[config.mk]
export PLATFORM = sky130hd
export DESIGN_NAME = snd_tdm_mux
export DESIGN_NICKNAME = d
export VERILOG_FILES = /design/src/rtl/snd_pkg.sv /design/src/rtl/snd_cfg_regs.sv /design/src/rtl/snd_sample_store.sv /design/src/rtl/snd_slot_seq.sv /design/src/rtl/snd_pan_route.sv /design/src/rtl/snd_tdm_mux.sv
export SDC_FILE = /design/constraint.sdc
export NUM_CORES = 1
export LEC_CHECK = 0
export BUFFER_PORTS_ARGS = -buffer_cell sky130_fd_sc_hd__buf_2
export CAP_MARGIN = 20
export CORE_MARGIN = 5
export CORE_UTILIZATION = 46
export CTS_CLUSTER_DIAMETER = 80
export DETAILED_ROUTE_END_ITERATION = 16
export SETUP_SLACK_MARGIN = 0.2
export SLEW_MARGIN = 30
export SYNTH_ARGS = -nofsm -noshare
export SYNTH_HDL_FRONTEND = slang
export SYNTH_SLANG_ARGS = --single-unit
[constraint.sdc]
create_clock -name clk -period 5.8 [get_ports clk]
set_input_delay 0.29 -clock clk [delete_from_list [all_inputs] [get_ports clk]]
set_output_delay 0.29 -clock clk [all_outputs]
set_load 0.01 [all_outputs]
[src/rtl/snd_pkg.sv]
package snd_pkg;

    typedef enum logic [1:0] {
        SEQ_IDLE,
        SEQ_LOAD,
        SEQ_EMIT,
        SEQ_HOLD
    } seq_state_e;

    // Share of frames (out of eight) that steer a channel to the left side.
    function automatic logic [3:0] left_share(input logic [2:0] pos);
        logic [3:0] s;
        unique case (pos)
            3'd1:    s = 4'd8;
            3'd2:    s = 4'd7;
            3'd3:    s = 4'd6;
            3'd5:    s = 4'd2;
            3'd6:    s = 4'd1;
            3'd7:    s = 4'd0;
            default: s = 4'd4;
        endcase
        return s;
    endfunction

endpackage

[src/rtl/snd_cfg_regs.sv]
module snd_cfg_regs #(
    parameter int CH     = 8,
    parameter int POS_W  = 3,
    parameter int FREQ_W = 8,
    parameter int ADDR_W = 4,
    parameter int MODE_W = 2,
    parameter logic [POS_W-1:0] PAN_RST = 3'd4
) (
    input  logic                        clk,
    input  logic                        rst_n,
    input  logic                        cfg_we,
    input  logic [ADDR_W-1:0]           cfg_addr,
    input  logic [FREQ_W-1:0]           cfg_wdata,
    input  logic                        load,
    output logic [FREQ_W-1:0]           act_freq,
    output logic [MODE_W-1:0]           act_mode,
    output logic [CH-1:0][POS_W-1:0]    act_pan
);
    localparam int ADDR_FREQ = CH;
    localparam int ADDR_MODE = CH + 1;
    localparam logic [MODE_W-1:0] MODE_RST = MODE_W'($clog2(CH));

    logic [FREQ_W-1:0]        pend_freq;
    logic [MODE_W-1:0]        pend_mode;
    logic [CH-1:0][POS_W-1:0] pend_pan;

    always_ff @(posedge clk or negedge rst_n) begin
        if (!rst_n) begin
            pend_freq <= '0;
            pend_mode <= MODE_RST;
        end else if (cfg_we) begin
            if (int'(cfg_addr) == ADDR_FREQ) pend_freq <= cfg_wdata;
            if (int'(cfg_addr) == ADDR_MODE) pend_mode <= cfg_wdata[MODE_W-1:0];
        end
    end

    for (genvar c = 0; c < CH; c++) begin : g_pan
        always_ff @(posedge clk or negedge rst_n) begin
            if (!rst_n)
                pend_pan[c] <= PAN_RST;
            else if (cfg_we && int'(cfg_addr) == c)
                pend_pan[c] <= cfg_wdata[POS_W-1:0];
        end
    end

    always_ff @(posedge clk or negedge rst_n) begin
        if (!rst_n) begin
            act_freq <= '0;
            act_mode <= MODE_RST;
            act_pan  <= {CH{PAN_RST}};
        end else if (load) begin
            act_freq <= pend_freq;
            act_mode <= pend_mode;
            act_pan  <= pend_pan;
        end
    end


    live_freq_defer_chk: assert property (@(posedge clk) disable iff (!rst_n)
        !load |=> $stable(act_freq));

    live_mode_defer_chk: assert property (@(posedge clk) disable iff (!rst_n)
        !load |=> $stable(act_mode));

endmodule

[src/rtl/snd_sample_store.sv]
module snd_sample_store #(
    parameter int CH    = 8,
    parameter int SMP_W = 8,
    parameter int CH_W  = 3
) (
    input  logic             clk,
    input  logic             rst_n,
    input  logic             wr_vld,
    input  logic [CH_W-1:0]  wr_ch,
    input  logic [SMP_W-1:0] wr_byte,
    input  logic [CH_W-1:0]  rd_ch,
    output logic [SMP_W-1:0] rd_byte
);
    logic [SMP_W-1:0] held [CH];

    for (genvar c = 0; c < CH; c++) begin : g_buf
        always_ff @(posedge clk or negedge rst_n) begin
            if (!rst_n)
                held[c] <= '0;
            else if (wr_vld && int'(wr_ch) == c)
                held[c] <= wr_byte;
        end
    end

    assign rd_byte = held[rd_ch];


    sample_capture_chk: assert property (@(posedge clk) disable iff (!rst_n)
        wr_vld |=> (held[$past(wr_ch)] == $past(wr_byte)));

endmodule

[src/rtl/snd_slot_seq.sv]
module snd_slot_seq
    import snd_pkg::*;
#(
    parameter int CH     = 8,
    parameter int FREQ_W = 8,
    parameter int CH_W   = 3
) (
    input  logic              clk,
    input  logic              rst_n,
    input  logic              snd_ce,
    input  logic [FREQ_W-1:0] act_freq,
    output logic              load,
    output logic              emit,
    output logic [CH_W-1:0]   slot_idx,
    output logic [2:0]        phase
);
    localparam logic [CH_W-1:0] LAST_SLOT = CH_W'(CH - 1);

    seq_state_e        state_q, state_d;
    logic [FREQ_W:0]   tick_cnt;
    logic              last_tick;

    assign last_tick = snd_ce && (tick_cnt == ({1'b0, act_freq} + 1'b1));

    always_ff @(posedge clk or negedge rst_n) begin
        if (!rst_n) state_q <= SEQ_IDLE;
        else        state_q <= state_d;
    end

    always_comb begin
        state_d = state_q;
        unique case (state_q)
            SEQ_IDLE: if (snd_ce) state_d = SEQ_LOAD;
            SEQ_LOAD: state_d = SEQ_EMIT;
            SEQ_EMIT: state_d = SEQ_HOLD;
            SEQ_HOLD: if (last_tick)
                          state_d = (slot_idx == LAST_SLOT) ? SEQ_LOAD : SEQ_EMIT;
            default:  state_d = SEQ_IDLE;
        endcase
    end

    always_ff @(posedge clk or negedge rst_n) begin
        if (!rst_n) begin
            tick_cnt <= '0;
            slot_idx <= '0;
            phase    <= '0;
        end else begin
            unique case (state_q)
                SEQ_EMIT: tick_cnt <= '0;
                SEQ_HOLD: begin
                    if (last_tick) begin
                        tick_cnt <= '0;
                        if (slot_idx == LAST_SLOT) begin
                            slot_idx <= '0;
                            phase    <= phase + 3'd1;
                        end else begin
                            slot_idx <= slot_idx + 1'b1;
                        end
                    end else if (snd_ce) begin
                        tick_cnt <= tick_cnt + 1'b1;
                    end
                end
                default: tick_cnt <= '0;
            endcase
        end
    end

    assign load = (state_q == SEQ_LOAD);
    assign emit = (state_q == SEQ_EMIT);


    tick_bound_chk: assert property (@(posedge clk) disable iff (!rst_n)
        (state_q == SEQ_HOLD) |-> (tick_cnt <= ({1'b0, act_freq} + 1'b1)));

    idle_hold_chk: assert property (@(posedge clk) disable iff (!rst_n)
        (state_q == SEQ_HOLD && !snd_ce) |=> (state_q == SEQ_HOLD && $stable(slot_idx)));

    frame_wrap_chk: assert property (@(posedge clk) disable iff (!rst_n)
        load |-> (slot_idx == '0));

endmodule

[src/rtl/snd_pan_route.sv]
module snd_pan_route
    import snd_pkg::*;
#(
    parameter int CH     = 8,
    parameter int SMP_W  = 8,
    parameter int POS_W  = 3,
    parameter int CH_W   = 3,
    parameter int MODE_W = 2
) (
    input  logic [CH_W-1:0]           slot_idx,
    input  logic [MODE_W-1:0]         act_mode,
    input  logic [CH-1:0][POS_W-1:0]  act_pan,
    input  logic [2:0]                phase,
    input  logic [SMP_W-1:0]          sample,
    output logic [CH_W-1:0]           chan,
    output logic                      first_use,
    output logic [SMP_W-1:0]          left_w,
    output logic [SMP_W-1:0]          right_w
);
    logic [CH_W-1:0] mask;
    logic [3:0]      share;
    logic            go_left;

    always_comb begin
        for (int i = 0; i < CH_W; i++) mask[i] = (i < int'(act_mode));
        chan      = slot_idx & mask;
        first_use = ((slot_idx & ~mask) == '0);
        share     = left_share(act_pan[chan]);
        go_left   = ({1'b0, phase} < share);
        left_w    = go_left ? sample : '0;
        right_w   = go_left ? '0 : sample;
    end

endmodule

[src/rtl/snd_tdm_mux.sv]
module snd_tdm_mux
    import snd_pkg::*;
#(
    parameter int CH     = 8,
    parameter int SMP_W  = 8,
    parameter int FREQ_W = 8,
    parameter int POS_W  = 3,
    parameter int ADDR_W = 4,
    localparam int CH_W   = $clog2(CH),
    localparam int MODE_W = $clog2($clog2(CH) + 1)
) (
    input  logic              clk,
    input  logic              rst_n,
    input  logic              snd_ce,
    input  logic              cfg_we,
    input  logic [ADDR_W-1:0] cfg_addr,
    input  logic [FREQ_W-1:0] cfg_wdata,
    input  logic              smp_vld,
    input  logic [CH_W-1:0]   smp_ch,
    input  logic [SMP_W-1:0]  smp_byte,
    output logic              smp_req,
    output logic [CH_W-1:0]   smp_req_ch,
    output logic              slot_stb,
    output logic [CH_W-1:0]   slot_ch,
    output logic [SMP_W-1:0]  left_out,
    output logic [SMP_W-1:0]  right_out
);
    logic [FREQ_W-1:0]        act_freq;
    logic [MODE_W-1:0]        act_mode;
    logic [CH-1:0][POS_W-1:0] act_pan;
    logic                     load, emit, first_use;
    logic [CH_W-1:0]          slot_idx, chan;
    logic [2:0]               phase;
    logic [SMP_W-1:0]         sample, left_w, right_w;

    snd_cfg_regs #(
        .CH(CH), .POS_W(POS_W), .FREQ_W(FREQ_W), .ADDR_W(ADDR_W), .MODE_W(MODE_W)
    ) u_cfg (
        .clk(clk), .rst_n(rst_n), .cfg_we(cfg_we), .cfg_addr(cfg_addr),
        .cfg_wdata(cfg_wdata), .load(load), .act_freq(act_freq),
        .act_mode(act_mode), .act_pan(act_pan)
    );

    snd_slot_seq #(
        .CH(CH), .FREQ_W(FREQ_W), .CH_W(CH_W)
    ) u_seq (
        .clk(clk), .rst_n(rst_n), .snd_ce(snd_ce), .act_freq(act_freq),
        .load(load), .emit(emit), .slot_idx(slot_idx), .phase(phase)
    );

    snd_sample_store #(
        .CH(CH), .SMP_W(SMP_W), .CH_W(CH_W)
    ) u_store (
        .clk(clk), .rst_n(rst_n), .wr_vld(smp_vld), .wr_ch(smp_ch),
        .wr_byte(smp_byte), .rd_ch(chan), .rd_byte(sample)
    );

    snd_pan_route #(
        .CH(CH), .SMP_W(SMP_W), .POS_W(POS_W), .CH_W(CH_W), .MODE_W(MODE_W)
    ) u_route (
        .slot_idx(slot_idx), .act_mode(act_mode), .act_pan(act_pan),
        .phase(phase), .sample(sample), .chan(chan), .first_use(first_use),
        .left_w(left_w), .right_w(right_w)
    );

    always_ff @(posedge clk or negedge rst_n) begin
        if (!rst_n) begin
            slot_stb   <= 1'b0;
            smp_req    <= 1'b0;
            smp_req_ch <= '0;
            slot_ch    <= '0;
            left_out   <= '0;
            right_out  <= '0;
        end else if (emit) begin
            slot_stb   <= 1'b1;
            smp_req    <= first_use;
            smp_req_ch <= chan;
            slot_ch    <= chan;
            left_out   <= left_w;
            right_out  <= right_w;
        end else begin
            slot_stb   <= 1'b0;
            smp_req    <= 1'b0;
        end
    end


    stb_single_chk: assert property (@(posedge clk) disable iff (!rst_n)
        slot_stb |=> !slot_stb);

    out_hold_chk: assert property (@(posedge clk) disable iff (!rst_n)
        !slot_stb |-> ($stable(left_out) && $stable(right_out)));

    req_with_stb_chk: assert property (@(posedge clk) disable iff (!rst_n)
        smp_req |-> slot_stb);

    one_side_chk: assert property (@(posedge clk) disable iff (!rst_n)
        slot_stb |-> (left_out == '0 || right_out == '0));

    chan_range_chk: assert property (@(posedge clk) disable iff (!rst_n)
        slot_stb |-> ((32'(slot_ch) >> act_mode) == 0));

endmodule

==> results of run 1 <==
-- layer usage --
layer	part of all wire	vias to the layer above	track usage
li1	-	2164	-
met1	0.46	2382	0.225
met2	0.49	67	0.281
met3	0.038	20	0.0497
met4	0.013	0	0.0556
met5	0	-	0
-- how the worst max path moves through the flow --
stage / startpoint / depth (start not counted) / slack, ns / endpoint
after global routing: u_seq.slot_idx[0]$_DFFE_PN0P_ / 11 / 1.62 / right_out[4]$_DFFE_PN0P_
after global placement: u_cfg.act_mode[1]$_DFFE_PN1N_ / 10 / 2.05 / right_out[2]$_DFFE_PN0P_
final: u_cfg.act_mode[1]$_DFFE_PN1N_ / 10 / 1.90 / right_out[2]$_DFFE_PN0P_
after detailed placement: u_cfg.act_mode[0]$_DFFE_PN1N_ / 10 / 1.90 / right_out[2]$_DFFE_PN0P_
after CTS: u_cfg.act_mode[1]$_DFFE_PN1N_ / 10 / 1.88 / right_out[2]$_DFFE_PN0P_
after floorplan: u_cfg.act_mode[1]$_DFFE_PN1N_ / 11 / 2.30 / right_out[0]$_DFFE_PN0P_
-- cell usage after synthesis, drive strengths merged, types with 5 or more instances --
cell type,n
nand3,6
dfrtp,150
nor3b,7
clkbuf,15
dfstp,20
buf,10
nor2b,6
a22oi,8
xor2,8
o21ai,26
nor2,29
xnor2,8
nand2,38
ha,7
nand4,6
nand2b,5
inv,6
mux2,135
nand3b,6
a21oi,5
mux4,18
-- registers in the layout, indices dropped and copies added, names as in the netlist, 2 cells and up --
register	count
u_seq.state_q	2
u_cfg.pend_pan	24
u_cfg.pend_mode	2
left_out	8
slot_ch	3
u_cfg.act_freq	8
u_cfg.act_mode	2
u_seq.tick_cnt	9
u_seq.slot_idx	3
right_out	8
u_cfg.pend_freq	8
u_cfg.act_pan	24
u_store.held	64
u_seq.phase	3
-- worst max-delay path: cells and delay by family (launching register included) --
family / cells / cell delay [ns]
flip-flops: 1 / 0.60
multiplexers: 2 / 0.86
AO/OA/AOI/OAI: 3 / 0.82
AND/OR/NAND/NOR: 4 / 1.30
adder cells (fa/ha/maj): 1 / 0.19
-- through the flow --
| step | hold WS (ns) | utilization |
|---|---|---|
| 3_5_place_dp | 0.441 | 0.492 |
| 2_1_floorplan | -0.00559 | - |
| 4_1_cts | 0.0704 | 0.529 |
| 5_1_grt | 0.0776 | 0.529 |
| 3_3_place_gp | 0.423 | 0.492 |
| 6_report | 0.0877 | 0.529 |
-- layout by cell type (no fill, tap or decap), types with 2 or more instances in the layout --
| cell | instances |
|---|---|
| mux2i_1 | 2 |
| buf_4 | 4 |
| clkbuf_16 | 17 |
| nand3b_1 | 6 |
| xor2_1 | 8 |
| nand3_1 | 6 |
| inv_6 | 5 |
| o21ai_0 | 9 |
| mux4_2 | 18 |
| a21oi_1 | 5 |
| o21ai_1 | 16 |
| nand4_1 | 6 |
| nand2_1 | 37 |
| a21o_1 | 2 |
| o21a_1 | 2 |
| or3_1 | 2 |
| inv_1 | 6 |
| and2_1 | 2 |
| clkinv_4 | 2 |
| nor3_1 | 3 |
| a22oi_1 | 8 |
| nor2_1 | 28 |
| a211oi_1 | 3 |
| nand2b_1 | 5 |
| nor2b_1 | 6 |
| dfstp_2 | 20 |
| ha_1 | 7 |
| dfrtp_1 | 150 |
| buf_2 | 50 |
| o221a_2 | 2 |
| bufinv_16 | 2 |
| nand4b_1 | 3 |
| nor3b_1 | 5 |
| nor3b_2 | 2 |
| mux2_2 | 135 |
| xnor2_1 | 8 |
| and3_1 | 3 |
| clkinvlp_4 | 5 |
-- cells by family (layout without fill, tap and decap cells) --
kind of cell,after synthesis,in the layout,share of synthesized area
fa+ha+maj,7,7,0.0115
compound gates,61,61,0.0562
mux,155,155,0.255
simple gates,121,121,0.0801
flops,170,170,0.560
xor+xnor,16,16,0.0183
buf+inv,31,95,0.0192
-- report_power, final --
| group | internal [mW] | total, mW | leakage [nW] | switching, mW |
|---|---|---|---|---|
| clock | 0.640 | 1.13 | 0.273 | 0.490 |
| combinational | 0.493 | 0.954 | 1.52 | 0.461 |
| sequential | 1.53 | 1.77 | 2.10 | 0.237 |
| total | 2.66 | 3.85 | 3.89 | 1.19 |
-- layout make-up --
class                      instances  area share
sequential                       170       0.491
clock buffer                      17      0.0488
multi-input combinational        360       0.371
clock inverter                    15      0.0188
inverter                           6     0.00258
timing repair buffer              57      0.0362
tap                              220      0.0316
==> key figures, run 1 <==
Synthesis
  • Synth Register Bits: 170
  • Synth Instances: 561
  • Post-synthesis cell type count: 53
  • Largest cells by area after synthesis: dfrtp_1, mux2_2, dfstp_2, mux4_2, nand2_1
  • Synth Cell Area: 7640 µm²
  • Sequential fraction of the synthesis area: 0.560
  • Share of the synthesized area in the top cell type: 0.491
  • Avg Cell Area, Syn: 13.6 µm²
  • Asr flop ratio synth: 1.00
  • EDFF count, synth: 0
  • Area leader, netlist: dfrtp_1
  • Mapped Nets: 596
  • Yosys warnings: 0
  • Synth Flop Type: dfrtp_1

Timing
  • Tcrit/Tclk final: 0.673
  • Worst-margin pin slew: 0.895 ns
  • Relative slew slack: 0.401
  • Final Max Tran Viols: 0
  • Tmin final: 3.90 ns
  • RSZ-0062 raised after global routing: no
  • Final worst slack: 1.90 ns
  • Fmax: 256 MHz
  • Post-route setup TNS: 0 ns
  • Hold Fails Final Rpt: 0
  • # setup viols final: 0
  • Clock skew: 0.00722 ns

Global route
  • Overall routing resource usage: 0.173
  • GR Overflow Total: 0
  • Initial antenna violation count: 0
  • Vias in the first global route: 4899
  • First-pass GRT wire length: 26.4 mm
  • Largest net degree at the start of global routing: 95

Setup path
  • CP required: 6.10 ns
  • Reg2Reg Setup Slack: 1.90 ns
  • Reg2reg path depth: 10
  • CP max-delay cell: dfstp_2
  • CP endpoint kind: register
  • Critical Path Max Stage Delay: 0.60 ns
  • Worst Path Arrival: 4.21 ns
  • Worst Path Max Fanout: 8
  • CP Launch Type: register
  • CP Cell Sequence: and3_1, mux4_2, nor2b_1, a2111o_1, mux2_2, ha_1, or3_1, or4_1, o221ai_2, o21ai_1
  • Worst flop-to-flop path endpoint: right_out[2]$_DFFE_PN0P_
  • Crit Path Class: reg2reg
  • Reg-to-reg startpoint: u_cfg.act_mode[1]$_DFFE_PN1N_

Finish
  • Final non-filler cell total: 845
  • Final Cell Area: 8710 µm²
  • Layout area overhead: 14.1%
  • Multi-input combinational cell area: 3230 µm²
  • Share of layout cells above drive strength 1: 0.432
  • Register area: 4280 µm²
  • Antenna diodes: 0
  • Final net count: 647
  • Fillcell total: 1402

Min path
  • Hold Path Depth: 2
  • Worst Hold End: u_cfg.pend_freq[4]$_DFFE_PN0P_
  • Hold WC Path Type: in2reg
  • Hold Crit Start: cfg_wdata[4]

Route
  • Vias per inst: 5.48
  • DRT Wirelength: 15.7 mm
  • Drt first pass iters: 4
  • Number of DRC markers in iteration 0: 210
  • Vias: 4633
  • DRT antenna net count: 0
  • Routed length per instance: 18.6 µm
  • DRC violations left: 0

Clocking
  • CTS root buf: clkbuf_16
  • CTS tree: done
  • Clock-pin slew on the worst setup and hold paths: 0.07 ns
  • Post-CTS setup buffers: 0
  • Clock Path Buffers: 2
  • CTS H-Tree Depth: 4
  • Hold_buf cts: 1
  • TritonCTS buffer count: 17
  • Cts repair resizes: 0
  • Clock Latency Late Sink: 0.43 ns
  • Sink Count: 170

Die
  • DIE AREA: 19300 µm²
  • Starting density of the core: 0.464
  • Die Ht: 139 µm
  • I/O pins: 52
  • Core area: 16500 µm²
  • Num rows: 47
  • Die extent in x: 139 µm

Power and ir drop
  • Pwr Density: 442 nW/µm²
  • PnR Total Power: 3.85 mW
  • Peak supply drop: 0.000278 V
  • Leak: 3.89 nW

Placement
  • Post-detail-place hpwl: 10.8 mm
  • Placer Congestion: 0.807
  • Dpl cells: 812
  • Place WS: 1.90 ns
  • PortBufs: 51
  • Area after DPL: 8110 µm²

Flow run
  • Max_cap viols: 0

Outcome
  • Outcome: complete, no violations
No activity file was read; power rests on OpenSTA's default activity.
==> run 2: changes to the inputs <==
--- a/config.mk
+++ b/config.mk
@@ -5,6 +5,7 @@
 export SDC_FILE = /design/constraint.sdc
 export NUM_CORES = 1
 export LEC_CHECK = 0
+export ABC_AREA = 1
 export BUFFER_PORTS_ARGS = -buffer_cell sky130_fd_sc_hd__buf_2
 export CAP_MARGIN = 20
 export CORE_MARGIN = 5
==> constraint.sdc (replaced) <==
create_clock -name clk -period 4 [get_ports clk]
set_input_delay 0.2 -clock clk [delete_from_list [all_inputs] [get_ports clk]]
set_output_delay 0.2 -clock clk [all_outputs]
set_load 0.01 [all_outputs]
==> run 2 against run 1 <==
  * Clock-buffer cell count up 2
  * Final cell count grew 43%
  * Global-route usage grew 1.6 points
  * Clock skew increased by 0.0041 ns
  * Critical path type unchanged
  * Largest cell class unchanged
  * Largest power group unchanged
==> key figures, run 2 <==
Timing
  • Post-route setup TNS: 0 ns (unchanged)
  • Worst-margin pin slew: 0.830 ns (-0.0656 ns)
  • Final worst slack: 0.928 ns (-0.968 ns)
  • # setup viols final: 0 (unchanged)
  • Fmax: 325 MHz (+27%)
  • Hold Slack: 0.0195 ns (-0.0682 ns)
  • Hold Fails Final Rpt: 0 (unchanged)
  • RSZ-0062 raised after global routing: no
  • Tmin final: 3.07 ns (-0.832 ns)
  • Final Max Tran Viols: 0 (unchanged)
  • Clock skew: 0.0113 ns (+0.00412 ns)
  • Tcrit/Tclk final: 0.768 (+0.0949)
  • Relative slew slack: 0.447 (+0.0460)

Finish
  • Leading cell type in the layout, fill and taps excluded: nand2_1
  • Largest Register: u_store.held
  • Share of layout cells above drive strength 1: 0.149 (-0.283)
  • Layout area overhead: 14.4%
  • Fillcell total: 1580 (+13%)
  • Register area: 4280 µm² (unchanged)
  • Final non-filler cell total: 1208 (+43%)
  • Antenna diodes: 0 (unchanged)
  • Final Cell Area: 8990 µm² (+3.2%)
  • Multi-input combinational cell area: 3130 µm² (-3.3%)
  • Final net count: 1010 (+56%)
  • Max reg flops: 64 (unchanged)
  • Most frequent cells in the layout: nand2_1, dfrtp_1, o21ai_0
  • Registers with the most flip-flops: u_store.held (64), u_cfg.act_pan (24), u_cfg.pend_pan (24)
  • Core Util, Final: 0.538 (+0.00918)

Setup path
  • CP max-delay cell: dfstp_2
  • CP Cell Sequence: nand2_2, inv_1, nand3_1, nand2_1, nand2_1, nand2_2, nand2_1, nor2_1, a21oi_1, ha_1, nand2_1, nand2_2, nand2_8, nand2_4, nand2_1, nand2_1
  • Worst Path Max Fanout: 31 (+23)
  • Most frequent CP cell: nand2_1
  • CP required: 4.32 ns (-1.78 ns)
  • Reg2Reg Setup Slack: 0.93 ns (-0.97 ns)
  • Worst Path Arrival: 3.39 ns (-0.82 ns)
  • Critical Path Max Stage Delay: 0.61 ns (about the same)
  • CP Launch Type: register
  • Crit Path Class: reg2reg
  • CP endpoint kind: register

Power and ir drop
  • Leak: 4.51 nW (+16%)
  • Peak supply drop: 0.000384 V (+38%)
  • Pwr Density: 669 nW/µm² (+51%)
  • PnR Total Power: 6.01 mW (+56%)

Clocking
  • Clock Path Buffers: 2 (unchanged)
  • CTS H-Tree Depth: 4 (unchanged)
  • Clock Latency Late Sink: 0.43 ns (about the same)
  • Post-CTS setup buffers: 0 (unchanged)
  • Sink Count: 170 (unchanged)
  • TritonCTS buffer count: 17 (unchanged)
  • Cts repair resizes: 0 (unchanged)
  • CTS tree: done
  • CTS root buf: clkbuf_16
  • Clock-pin slew on the worst setup and hold paths: 0.07 ns (about the same)

Synthesis
  • Synth cell count leaders: nand2_1, dfrtp_1, o21ai_0
  • Avg Cell Area, Syn: 8.54 µm² (-37%)
  • EDFF count, synth: 0 (unchanged)
  • Synth Cell Area: 7860 µm² (+2.9%)
  • Area leader, netlist: dfrtp_1
  • Post-synthesis cell type count: 35 (-34%)
  • Sequential fraction of the synthesis area: 0.544 (-0.0156)
  • Largest cells by area after synthesis: dfrtp_1, nand2_1, o21ai_0, dfstp_2, nand3_1
  • Yosys warnings: 0 (unchanged)
  • Mapped Nets: 955 (+60%)
  • Asr flop ratio synth: 1.00 (unchanged)
  • Share of the synthesized area in the top cell type: 0.478 (-0.0137)
  • Synth Flop Type: dfrtp_1
  • Synth Register Bits: 170 (unchanged)
  • Top-count cell post-synth: nand2_1
  • Synth Instances: 920 (+64%)

Placement
  • Placer Congestion: 0.803 (-0.47%)
  • Dpl cells: 1162 (+43%)
  • Post-detail-place hpwl: 11.8 mm (+9.9%)
  • Area after DPL: 8270 µm² (+2.1%)
  • PortBufs: 51 (unchanged)
  • Place WS: 0.941 ns (-0.954 ns)

Global route
  • Largest net degree at the start of global routing: 110 (+16%)
  • GR Overflow Total: 0 (unchanged)
  • Initial antenna violation count: 0 (unchanged)
  • Overall routing resource usage: 0.189 (+0.0163)
  • Vias in the first global route: 5791 (+18%)
  • First-pass GRT wire length: 30.1 mm (+14%)

Route
  • DRT Wirelength: 17.6 mm (+12%)
  • Vias per inst: 5.06 (-7.7%)
  • DRT antenna net count: 0 (unchanged)
  • Number of DRC markers in iteration 0: 426 (+100%)
  • Vias: 6114 (+32%)
  • DRC violations left: 0 (unchanged)
  • Drt first pass iters: 5 (+1)
  • Routed length per instance: 14.6 µm (-21%)

Die
  • Starting density of the core: 0.471 (+0.00658)
  • DIE AREA: 19800 µm² (+2.7%)
  • I/O pins: 52 (unchanged)
  • Die extent in x: 141 µm (+1.3%)
  • Core area: 16700 µm² (+1.4%)
  • Num rows: 47 (unchanged)
  • Die Ht: 141 µm (+1.3%)

Outcome
  • Outcome: complete, no violations

Flow run
  • Max_cap viols: 0 (unchanged)

Min path
  • Hold WC Path Type: in2reg
## run 2: cell types whose count changed after synthesis, sizes merged, moves of 7 or more
cell and change:
o22ai +10, a21oi +24, nand2 +254, inv +69
buf +7, mux2 -116, xnor2 -8, o21ai +90
nand3 +75, nor2 +23, a22oi -8, mux4 -18
## run 2: worst paths after layout
path | cells past startpoint | startpoint | endpoint
min in group asynchronous | 2 | rst_n | u_cfg.act_freq[6]$_DFFE_PN0N_
min reg2reg | 2 | right_out[2]$_DFFE_PN0P_ | right_out[2]$_DFFE_PN0P_
max in group asynchronous | 3 | rst_n | u_cfg.act_mode[0]$_DFFE_PN1N_
min | 2 | cfg_wdata[3] | u_cfg.pend_freq[3]$_DFFE_PN0P_
max | 16 | u_cfg.act_mode[1]$_DFFE_PN1N_ | right_out[1]$_DFFE_PN0P_
max reg2reg | 16 | u_cfg.act_mode[1]$_DFFE_PN1N_ | right_out[1]$_DFFE_PN0P_
## run 2: logic make-up (layout without fill, tap and decap cells)
logic type | after synthesis | in the layout | share of synthesized area
AO/OA/AOI/OAI | 156 | 156 | 0.103
multiplexers | 20 | 20 | 0.0285
AND/OR/NAND/NOR | 450 | 450 | 0.245
XOR/XNOR | 9 | 9 | 0.0100
buffers and inverters | 108 | 176 | 0.0580
adder cells (fa/ha/maj) | 7 | 7 | 0.0111
flip-flops | 170 | 170 | 0.544
## run 2: routing by layer
layer | vias up | share of wire | track usage
met1 | 2868 | 0.51 | 0.282
met3 | 16 | 0.047 | 0.0427
met2 | 120 | 0.44 | 0.278
met5 | - | 0 | 0
met4 | 0 | 0.010 | 0.0520
li1 | 3110 | - | -
## run 2: critical path, delay by kind of cell, from the launching register on
kind | cells | cell delay (ns)
AO/OA/AOI/OAI | 1 | 0.05
adder cells (fa/ha/maj) | 1 | 0.26
buffers and inverters | 1 | 0.56
flip-flops | 1 | 0.61
AND/OR/NAND/NOR | 13 | 1.47
## run 2: layout make-up
class | count | area share
flip-flops and latches | 170 | 0.476
multi-input cells | 642 | 0.348
repair buffers | 69 | 0.0498
clock buffers | 19 | 0.0481
inverters | 75 | 0.0316
well taps | 220 | 0.0306
clock inverters | 13 | 0.0163
## run 2: power breakdown
part | total [mW] | switching, mW | internal, mW
clock | 1.63 | 0.701 | 0.927
combinational | 1.84 | 1.17 | 0.677
sequential | 2.54 | 0.306 | 2.24
total | 6.01 | 2.17 | 3.84
## run 2: what timing repair did
item                                   4_1_cts  5_1_grt
endpoints found under the hold margin      103        0
setup endpoints to repair                    0        0
hold buffers                                14        0
==> run 3: changes to the inputs <==
--- a/config.mk
+++ b/config.mk
@@ -12,6 +12,7 @@
 export CORE_UTILIZATION = 46
 export CTS_CLUSTER_DIAMETER = 80
 export DETAILED_ROUTE_END_ITERATION = 16
+export PLACE_DENSITY = 0.66
 export SETUP_SLACK_MARGIN = 0.2
 export SLEW_MARGIN = 30
 export SYNTH_ARGS = -nofsm -noshare
==> constraint.sdc (replaced) <==
create_clock -name clk -period 2.75 [get_ports clk]
set_input_delay 0.1375 -clock clk [delete_from_list [all_inputs] [get_ports clk]]
set_output_delay 0.1375 -clock clk [all_outputs]
set_load 0.01 [all_outputs]
==> run 3 against run 2 <==
  * Maximum frequency grew 33%
  * Sequential share of layout area shrank 0.81 points
  * Final area is 1.7% higher
  * Critical path depth rose by 1
  * Setup slack worse by 0.49 ns
  * Critical endpoint is now right_out[5]$_DFFE_PN0P_
  * Register-to-register slack got worse by 0.49 ns
  * Global-route usage is 0.22 points higher
==> key figures, run 3 (synthesis results as in run 2) <==
Outcome
  • Outcome: complete, no violations

Timing
  • RSZ-0062 raised after global routing: no
  • Fmax: 433 MHz (+33%)
  • Clock skew: 0.0138 ns (+0.00251 ns)
  • Worst-margin pin slew: 0.842 ns (+0.0128 ns)
  • Hold Fails Final Rpt: 0 (unchanged)
  • Tcrit/Tclk final: 0.840 (+0.0718)
  • Hold Slack: 0.0354 ns (+0.0159 ns)
  • # setup viols final: 0 (unchanged)
  • Relative slew slack: 0.436 (-0.0105)
  • Final Max Tran Viols: 0 (unchanged)
  • Post-route setup TNS: 0 ns (unchanged)
  • Tmin final: 2.31 ns (-0.763 ns)

Route
  • Drt first pass iters: 5 (unchanged)
  • Vias: 6243 (+2.1%)
  • DRC violations left: 0 (unchanged)
  • Routed length per instance: 14.5 µm (-0.35%)
  • Vias per inst: 5.11 (+1.0%)
  • DRT Wirelength: 17.8 mm (+0.73%)
  • DRT antenna net count: 0 (unchanged)
  • Number of DRC markers in iteration 0: 414 (-2.8%)

Clocking
  • CTS H-Tree Depth: 4 (unchanged)
  • Clock Path Buffers: 2 (unchanged)
  • TritonCTS buffer count: 17 (unchanged)
  • Clock-pin slew on the worst setup and hold paths: 0.07 ns (about the same)
  • Sink Count: 170 (unchanged)
  • CTS root buf: clkbuf_16
  • Clock Latency Late Sink: 0.43 ns (about the same)
  • CTS tree: done

Placement
  • PortBufs: 51 (unchanged)
  • Post-detail-place hpwl: 12.2 mm (+2.9%)
  • Dpl cells: 1171 (+0.77%)
  • Placer Congestion: 0.890 (+11%)

Global route
  • Initial antenna violation count: 0 (unchanged)
  • Largest net degree at the start of global routing: 63 (-43%)
  • First-pass GRT wire length: 30.8 mm (+2.2%)
  • Vias in the first global route: 6045 (+4.4%)
  • GR Overflow Total: 0 (unchanged)
  • Overall routing resource usage: 0.191 (+0.00223)

Finish
  • Max reg flops: 64 (unchanged)
  • Fillcell total: 1578 (-0.13%)
  • Largest Register: u_store.held
  • Final non-filler cell total: 1221 (+1.1%)
  • Register area: 4280 µm² (unchanged)
  • Final net count: 1023 (+1.3%)
  • Registers with the most flip-flops: u_store.held (64), u_cfg.act_pan (24), u_cfg.pend_pan (24)
  • Share of layout cells above drive strength 1: 0.161 (+0.0121)
  • Most frequent cells in the layout: nand2_1, dfrtp_1, o21ai_0
  • Multi-input combinational cell area: 3130 µm² (+0.16%)
  • Antenna diodes: 0 (unchanged)
  • Leading cell type in the layout, fill and taps excluded: nand2_1
  • Core Util, Final: 0.548 (+0.00929)
  • Layout area overhead: 16.4%

Setup path
  • Worst Path Arrival: 2.62 ns (-0.77 ns)
  • Reg2reg path depth: 17 (+1)
  • CP Launch Type: register
  • Crit Path Class: reg2reg
  • Reg-to-reg startpoint: u_cfg.act_mode[1]$_DFFE_PN1N_
  • Worst flop-to-flop path endpoint: right_out[5]$_DFFE_PN0P_
  • Critical Path End: right_out[5]$_DFFE_PN0P_
  • CP endpoint kind: register
  • Reg2Reg Setup Slack: 0.44 ns (-0.49 ns)
  • Setup crit start: u_cfg.act_mode[1]$_DFFE_PN1N_
  • CP required: 3.06 ns (-1.26 ns)
  • Worst Path Max Fanout: 13 (-58%)

Min path
  • Hold WC Path Type: in2reg

Die
  • Starting density of the core: 0.471 (unchanged)
  • Die Ht: 141 µm (unchanged)
  • I/O pins: 52 (unchanged)
  • Die extent in x: 141 µm (unchanged)
  • Num rows: 47 (unchanged)
  • Core area: 16700 µm² (unchanged)
  • DIE AREA: 19800 µm² (unchanged)

Flow run
  • Max_cap viols: 0 (unchanged)

Power and ir drop
  • Leak: 4.58 nW (+1.5%)
  • Pwr Density: 981 nW/µm² (+47%)
  • Peak supply drop: 0.000603 V (+57%)
run 3: changes by cell type in the layout (fill, tap and decap cells not counted), sizes merged:
cell and delta:
dlygate4sd3 +1, inv +1, buf +12, clkinv -5, clkinvlp +3, bufinv +1
run 3: power breakdown:
part           switching, mW  internal [mW]
registers              0.425           3.25
logic                   1.73           1.04
clock network           1.05           1.48
run 3: final cells by class:
class	count	area share
Sequential cell	170	0.468
Multi-Input combinational cell	642	0.342
Timing Repair Buffer	82	0.0595
Clock buffer	19	0.0484
Inverter	75	0.0315
Tap cell	220	0.0301
Clock inverter	13	0.0204
run 3: stage by stage:
stage / power (mW) / cell area [µm²] / setup WS (ns)
after floorplan: 5.68 / 7860 / 0.598
final: 8.98 / 9150 / 0.440
after CTS: 9.03 / 9120 / 0.325
after global placement: 6.39 / 8340 / 0.319
after detailed placement: 6.45 / 8340 / 0.253
after global routing: 9.63 / 9150 / 0.210
run 3: worst min path at each step:
stage | startpoint | end | slack [ns] | depth (start not counted)
after floorplan | rst_n | left_out[0]$_DFFE_PN0P_ | -0.16 | 0
after global placement | rst_n | u_cfg.act_freq[4]$_DFFE_PN0N_ | 0.16 | 1
after detailed placement | rst_n | u_cfg.pend_freq[3]$_DFFE_PN0P_ | 0.16 | 1
after CTS | snd_ce | u_seq.state_q[0]$_DFFE_PN0P_ | 0.02 | 3
after global routing | snd_ce | u_seq.state_q[0]$_DFFE_PN0P_ | 0.06 | 3
final | snd_ce | u_seq.state_q[0]$_DFFE_PN0P_ | 0.04 | 3
run 3: routing by layer:
layer	GRT usage	vias to the layer above	wire [µm]
met4	0.0500	0	249
met1	0.279	2974	8740
met2	0.291	112	8030
met5	0	-	0
met3	0.0417	25	737
li1	-	3132	-
run 3: repair_timing:
action                                  4_1_cts  5_1_grt
buffers inserted                              0        3
resized for setup                             1        1
endpoints found under the setup margin        2        8
hold buffers                                 15        0
endpoints found under the hold margin        68        0
run 3: worst max-delay path: stages, from the launching register on:
cell and delay (ns):
dfstp_2 0.61, inv_1 0.09, nand2_4 0.14, nand3_1 0.08, nand3_1 0.12, nand2_1 0.07, nand2_1 0.07, nand2_2 0.06
nand2_1 0.07, nor2_1 0.04, a21oi_1 0.13, ha_1 0.24, nand2_1 0.08, nand2_2 0.09, nand2_8 0.10, nand2_4 0.08
nand2_1 0.08, nand2_1 0.05
